**src/rtl/muldiv_pkg.sv**
```systemverilog
package muldiv_pkg;

    typedef enum logic [1:0] {
        ST_IDLE  = 2'd0,
        ST_SETUP = 2'd1,
        ST_ITER  = 2'd2,
        ST_FIX   = 2'd3
    } mdu_state_e;

    localparam int OP_DIV_BIT    = 1;
    localparam int OP_SIGNED_BIT = 0;

endpackage

```
**src/rtl/muldiv_operand_prep.sv**
```systemverilog
module muldiv_operand_prep #(
    parameter int WIDTH = 32
) (
    input  logic [WIDTH-1:0] a_i,
    input  logic [WIDTH-1:0] b_i,
    input  logic             is_signed_i,
    output logic [WIDTH-1:0] mag_a_o,
    output logic [WIDTH-1:0] mag_b_o,
    output logic             neg_a_o,
    output logic             neg_b_o
);
    always_comb begin
        neg_a_o = is_signed_i & a_i[WIDTH-1];
        neg_b_o = is_signed_i & b_i[WIDTH-1];
        mag_a_o = neg_a_o ? (~a_i + WIDTH'(1)) : a_i;
        mag_b_o = neg_b_o ? (~b_i + WIDTH'(1)) : b_i;
    end
endmodule

```
**src/rtl/muldiv_step.sv**
```systemverilog
module muldiv_step #(
    parameter int WIDTH = 32
) (
    input  logic             is_div_i,
    input  logic [WIDTH-1:0] hi_i,
    input  logic [WIDTH-1:0] lo_i,
    input  logic [WIDTH-1:0] dvs_i,
    output logic [WIDTH-1:0] hi_o,
    output logic [WIDTH-1:0] lo_o
);
    logic [WIDTH:0] opa;
    logic [WIDTH:0] opb;
    logic [WIDTH:0] sum;
    logic           cin;
    logic           qbit;

    // single shared adder: add partial product, or trial-subtract divisor
    always_comb begin
        if (is_div_i) begin
            opa = {hi_i, lo_i[WIDTH-1]};
            opb = ~{1'b0, dvs_i};
            cin = 1'b1;
        end else begin
            opa = {1'b0, hi_i};
            opb = lo_i[0] ? {1'b0, dvs_i} : '0;
            cin = 1'b0;
        end
        sum  = opa + opb + {{WIDTH{1'b0}}, cin};
        qbit = ~sum[WIDTH];
        if (is_div_i) begin
            // negative trial result: keep shifted remainder (restore)
            hi_o = qbit ? sum[WIDTH-1:0] : opa[WIDTH-1:0];
            lo_o = {lo_i[WIDTH-2:0], qbit};
        end else begin
            hi_o = sum[WIDTH:1];
            lo_o = {sum[0], lo_i[WIDTH-1:1]};
        end
    end
endmodule

```
**src/rtl/muldiv_sign_fix.sv**
```systemverilog
module muldiv_sign_fix #(
    parameter int WIDTH = 32
) (
    input  logic             is_div_i,
    input  logic             dz_i,
    input  logic             neg_p_i,
    input  logic             neg_r_i,
    input  logic [WIDTH-1:0] dividend_i,
    input  logic [WIDTH-1:0] hi_i,
    input  logic [WIDTH-1:0] lo_i,
    output logic [WIDTH-1:0] res_hi_o,
    output logic [WIDTH-1:0] res_lo_o
);
    logic [2*WIDTH-1:0] prod;

    always_comb begin
        prod = {hi_i, lo_i};
        if (neg_p_i) begin
            prod = ~prod + (2*WIDTH)'(1);
        end
        if (!is_div_i) begin
            res_hi_o = prod[2*WIDTH-1:WIDTH];
            res_lo_o = prod[WIDTH-1:0];
        end else if (dz_i) begin
            res_hi_o = dividend_i;
            res_lo_o = '1;
        end else begin
            res_lo_o = neg_p_i ? (~lo_i + WIDTH'(1)) : lo_i;
            res_hi_o = neg_r_i ? (~hi_i + WIDTH'(1)) : hi_i;
        end
    end
endmodule

```
**src/rtl/muldiv_unit.sv**
```systemverilog
module muldiv_unit
    import muldiv_pkg::*;
#(
    parameter int WIDTH = 32
) (
    input  logic             clk,
    input  logic             rst_n,
    input  logic             start_i,
    input  logic [1:0]       op_i,
    input  logic [WIDTH-1:0] a_i,
    input  logic [WIDTH-1:0] b_i,
    output logic             busy_o,
    output logic             done_o,
    output logic [WIDTH-1:0] res_hi_o,
    output logic [WIDTH-1:0] res_lo_o,
    output logic             div_zero_o
);
    localparam int CW = (WIDTH > 1) ? $clog2(WIDTH) : 1;
    localparam logic [CW-1:0] LAST_STEP = CW'(WIDTH - 1);

    typedef struct packed {
        mdu_state_e       state;
        logic [1:0]       op;
        logic [WIDTH-1:0] a;
        logic [WIDTH-1:0] b;
        logic [WIDTH-1:0] hi;
        logic [WIDTH-1:0] lo;
        logic [WIDTH-1:0] dvs;
        logic [CW-1:0]    cnt;
        logic             neg_p;
        logic             neg_r;
        logic             dz;
        logic             done;
        logic [WIDTH-1:0] res_hi;
        logic [WIDTH-1:0] res_lo;
        logic             dz_out;
    } regs_t;

    regs_t r_d;
    regs_t r_q;

    logic [WIDTH-1:0] mag_a;
    logic [WIDTH-1:0] mag_b;
    logic             neg_a;
    logic             neg_b;
    logic [WIDTH-1:0] step_hi;
    logic [WIDTH-1:0] step_lo;
    logic [WIDTH-1:0] fix_hi;
    logic [WIDTH-1:0] fix_lo;
    logic             is_div;

    assign is_div = r_q.op[OP_DIV_BIT];

    muldiv_operand_prep #(.WIDTH(WIDTH)) u_prep (
        .a_i         (r_q.a),
        .b_i         (r_q.b),
        .is_signed_i (r_q.op[OP_SIGNED_BIT]),
        .mag_a_o     (mag_a),
        .mag_b_o     (mag_b),
        .neg_a_o     (neg_a),
        .neg_b_o     (neg_b)
    );

    muldiv_step #(.WIDTH(WIDTH)) u_step (
        .is_div_i (is_div),
        .hi_i     (r_q.hi),
        .lo_i     (r_q.lo),
        .dvs_i    (r_q.dvs),
        .hi_o     (step_hi),
        .lo_o     (step_lo)
    );

    muldiv_sign_fix #(.WIDTH(WIDTH)) u_fix (
        .is_div_i   (is_div),
        .dz_i       (r_q.dz),
        .neg_p_i    (r_q.neg_p),
        .neg_r_i    (r_q.neg_r),
        .dividend_i (r_q.a),
        .hi_i       (r_q.hi),
        .lo_i       (r_q.lo),
        .res_hi_o   (fix_hi),
        .res_lo_o   (fix_lo)
    );

    always_comb begin
        r_d      = r_q;
        r_d.done = 1'b0;
        unique case (r_q.state)
            ST_IDLE: begin
                if (start_i) begin
                    r_d.op    = op_i;
                    r_d.a     = a_i;
                    r_d.b     = b_i;
                    r_d.state = ST_SETUP;
                end
            end
            ST_SETUP: begin
                r_d.hi    = '0;
                r_d.lo    = mag_a;
                r_d.dvs   = mag_b;
                r_d.cnt   = '0;
                r_d.neg_p = neg_a ^ neg_b;
                r_d.neg_r = neg_a;
                r_d.dz    = is_div && (r_q.b == '0);
                r_d.state = (is_div && (r_q.b == '0)) ? ST_FIX : ST_ITER;
            end
            ST_ITER: begin
                r_d.hi  = step_hi;
                r_d.lo  = step_lo;
                r_d.cnt = r_q.cnt + CW'(1);
                if (r_q.cnt == LAST_STEP) begin
                    r_d.state = ST_FIX;
                end
            end
            ST_FIX: begin
                r_d.res_hi = fix_hi;
                r_d.res_lo = fix_lo;
                r_d.dz_out = r_q.dz;
                r_d.done   = 1'b1;
                r_d.state  = ST_IDLE;
            end
            default: r_d.state = ST_IDLE;
        endcase
    end

    always_ff @(posedge clk or negedge rst_n) begin
        if (!rst_n) begin
            r_q <= '0;
        end else begin
            r_q <= r_d;
        end
    end

    assign busy_o     = (r_q.state != ST_IDLE);
    assign done_o     = r_q.done;
    assign res_hi_o   = r_q.res_hi;
    assign res_lo_o   = r_q.res_lo;
    assign div_zero_o = r_q.dz_out;

endmodule

```
**config.mk**
```make
export PLATFORM = sky130hd
export DESIGN_NAME = muldiv_unit
export DESIGN_NICKNAME = d
export VERILOG_FILES = /design/src/rtl/muldiv_pkg.sv /design/src/rtl/muldiv_operand_prep.sv /design/src/rtl/muldiv_step.sv /design/src/rtl/muldiv_sign_fix.sv /design/src/rtl/muldiv_unit.sv
export SDC_FILE = /design/constraint.sdc
export NUM_CORES = 1
export LEC_CHECK = 0
export BUFFER_PORTS_ARGS = -buffer_cell sky130_fd_sc_hd__buf_2
export CAP_MARGIN = 40
export CELL_PAD_IN_SITES_DETAIL_PLACEMENT = 1
export CELL_PAD_IN_SITES_GLOBAL_PLACEMENT = 2
export CORE_ASPECT_RATIO = 1.2
export CORE_MARGIN = 5
export CORE_UTILIZATION = 38
export DETAILED_ROUTE_END_ITERATION = 10
export GPL_TIMING_DRIVEN = 0
export PLACE_DENSITY = 0.86
export SYNTH_ARGS = -nofsm -noshare
export SYNTH_HDL_FRONTEND = slang
export SYNTH_SLANG_ARGS = --single-unit
```
**constraint.sdc**
```tcl
create_clock -name clk -period 5.05 [get_ports clk]
set_input_delay 0.7575 -clock clk [delete_from_list [all_inputs] [get_ports clk]]
set_output_delay 0.7575 -clock clk [all_outputs]
set_load 0.1 [all_outputs]
```
==> impl_results.md <==
- Hold depth: 2
- Critical-path maximum fanout: 10
- ANT nets after route: 0
- Port buffer count: ~140
- Full die area: about 50,000 sq um
- Synthesized net count: 2,051
- Synth Area per Inst: 8.764 sq um
- Clk root buf: clkbuf_16
- Commonest register cell after synthesis: dfrtp_1
- HPWL Detailed: approximately 49 mm
- Finished Layout Cells: roughly 2,700
- First-pass GRT wire length: approximately 95 mm
- Clk_lat worst skew: around 580 ps
- Clock sink count: 238
- Setup TNS: 0 ps
- Period utilization: 0.9589
- Final setup viols: 0
- Post-synth EDFFs: 0
- CTS H-tree lvls: 1
- RD Place Congestion: 0.9220
- Crit path DAT: between 5000 and 6000 ps
- Fmax: ~210 MHz
- Setup crit end kind: register
- Worst Hold Class: in -> reg
- Mapped Cells: between 1,500 and 2,000
- Max incr delay on CP: between 400 and 500 ps
- DRT Wirelength: around 62 mm
- Cell mode on critical path: clkbuf_4
- Area grow syn2layout: 15.13%
- Fin crit period: a little under 5000 ps
- Worst slew pin tran: just over 900 ps
- Async SR Flop Fraction: 1.000
- Fin Clk Skew: approximately 23 ps
- Die Y: 241.5 um
- Total grt overflow: 0
- Worst slew margin: 0.3768
- Worst endpoint required time: around 5500 ps
- Largest net degree at the start of global routing: approximately 120
- Antenna violations before repair: 1
- Via count: around 15,000
- Post-synthesis sequential area ratio: 0.3509
- FF-to-FF Start: is_div
- Status: completed
- Drt drc: 0
- Vias per inst: ~5.7
- GRT Overall Usage: 0.2455
- TritonCTS Buffers: 29
- Crit-path cells: clkbuf_2, clkbuf_4, buf_2, clkbuf_4, mux2_2, ha_1, a21o_1, a31oi_1, nor2b_1, a21oi_1, o21ai_1, a31oi_2, xor2_4, mux2i_1, o221ai_1
- Fill cell count: about 5,300
- Rows: 84
- Fin. Hold Viols: 0
- Antenna cells: 0
- Initial Util: 0.3855
- CP Launch Type: register
- Initial DRC Count: between 700 and 800
- Io pins: 136
- Dpl cells: around 2,600
- First-pass DRT Iterations: 4
- Die W: a little over 200 um
- Crit-path slowest cell: xor2_4
- Seq cells post-synth: roughly 240
- Cell variety after synth: 72
- Max_cap viols: 0
- Post-Syn Area: between 15,000 and 20,000 sq um
- Reg2Reg Setup Slack: 210 ps
- FF-to-FF End: r_q[145]
- CTS tree: done
- Nets: ~2,200
- Synth Warn #: 0
- Setup crit end: r_q[145]
- Worst-path clk slew: around 60 ps
- Vias in the first global route: 16,660
- Setup crit start: is_div
- Kind of critical path: reg -> reg
- WL/cell: between 20 and 25 um
- Slew Viols, Final: 0
- Worst R2R Path Depth: 15
- CTS max path bufs: 3
- Share of cells above drive strength 1: 0.2005
- Core ar.: around 44,000 sq um
==> cell usage in the layout (no fill, tap or decap), drive strengths merged, types with 5 or more instances in the layout <==
master  Yosys  final
a211oi      6      6
a21o       14     14
a21oi     154    154
a31oi      17     17
a32oi       9      9
and2       13     13
and3        8      8
buf        89    233
clkbuf    118    155
clkinv      0      5
dfrtp     238    238
ha         43     43
inv        65     66
mux2      129    129
mux2i      56     56
nand2     137    137
nand2b     45     45
nand3      33     33
nand4      13     13
nor2      152    152
nor2b      27     27
nor3       44     44
nor4       12     12
o211ai     32     32
o21ai     140    140
o221ai     32     32
o22ai      14     14
o31ai      24     24
o41ai      12     12
or2         6      6
or3        27     27
or4        13     13
xnor2      95     95
xor2       68     68
==> layout make-up <==
type | count | area (sq um) | area share
buffer | 202 | 1061 | 0.05429
clock buffer | 39 | 813.3 | 0.04161
clock inverter | 10 | 108.9 | 0.005570
inverter | 65 | 244.0 | 0.01248
multi-input combinational | 1427 | 9794 | 0.5012
sequential | 238 | 5956 | 0.3047
tap | 559 | 699.4 | 0.03579
timing repair buffer | 149 | 867.1 | 0.04437
==> cell usage after synthesis, types with 16 or more instances <==
master | n | area [sq um]
mux2_2 | 129 | 1453
ha_1 | 43 | 538.0
inv_1 | 65 | 244.0
nand2_1 | 137 | 514.2
buf_4 | 65 | 488.0
dfrtp_1 | 238 | 5956
nor3_1 | 43 | 215.2
o211ai_1 | 32 | 240.2
a21oi_1 | 154 | 770.7
nand2b_1 | 45 | 281.5
nand3_1 | 33 | 165.2
o31ai_1 | 24 | 180.2
a31oi_1 | 16 | 100.1
o21ai_0 | 132 | 660.6
xor2_1 | 67 | 586.8
mux2i_1 | 56 | 560.5
o221ai_1 | 32 | 280.3
nor2_1 | 152 | 570.6
clkbuf_1 | 118 | 442.9
buf_1 | 16 | 60.06
xnor2_1 | 95 | 832.1
or3_1 | 27 | 168.9
nor2b_1 | 27 | 168.9
==> per-stage QoR <==
stage	hold WS (ps)	cell area [sq um]	setup WS (ps)	utilization
global route	397.4	19540	-16.09	0.4438
finish	405.2	19540	207.6	0.4438
global placement	502.5	18350	-1487	0.4167
detailed placement	496.0	18510	-1723	0.4203
floorplan	461.9	16980	695.4	-
CTS	390.1	19510	27.68	0.4430
==> routing by layer <==
metal | wire length (um) | global-route usage
met1 | 24240 | 0.2785
met4 | 3510 | 0.1231
met3 | 2389 | 0.02771
met2 | 31720 | 0.4524
met5 | 7 | 0
==> critical path: cells and delay by family (launching register included) <==
kind            cells  cell delay, ps
simple gates        1             270
flops               1             370
compound gates      6            1420
fa+ha+maj           1             360
xor+xnor            1             450
mux                 2             670
buf+inv             4            1110
==> registers in the layout (all words and copies together), names as in the netlist <==
signal      count
is_div          1
done_o          1
res_hi_o       32
res_lo_o       32
r_q           171
div_zero_o      1
==> worst min path at each step <==
| stage | startpoint | end | slack, ps |
|---|---|---|---|
| after floorplan | rst_n | div_zero_o | 460 |
| after global placement | res_hi_o[12] | res_hi_o[12] | 500 |
| after detailed placement | res_hi_o[11] | res_hi_o[11] | 500 |
| after CTS | b_i[27] | r_q[197] | 390 |
| after global routing | b_i[27] | r_q[197] | 400 |
| final | b_i[27] | r_q[197] | 410 |
==> repair_timing <==
| action | 4_1_cts | 5_1_grt |
|---|---|---|
| hold buffers | 1 | 0 |
| pin swaps | 2 | 1 |
| setup buffers | 2 | 1 |
| hold endpoints to repair | 12 | 0 |
| gates resized for setup | 21 | 18 |
| endpoints found under the setup margin | 33 | 33 |
==> cells by family after synthesis <==
logic type               Yosys count  synth area share
XOR/XNOR                         163           0.08454
buffers and inverters            272           0.07511
multiplexers                     185            0.1186
adder cells (fa/ha/maj)           45           0.03405
AO/OA/AOI/OAI                    488            0.1793
AND/OR/NAND/NOR                  546            0.1575
flip-flops                       238            0.3509
Power is left out: the tool's default activity adds up to more than one toggle a clock period on the data nets, which glitch-free logic cannot reach.
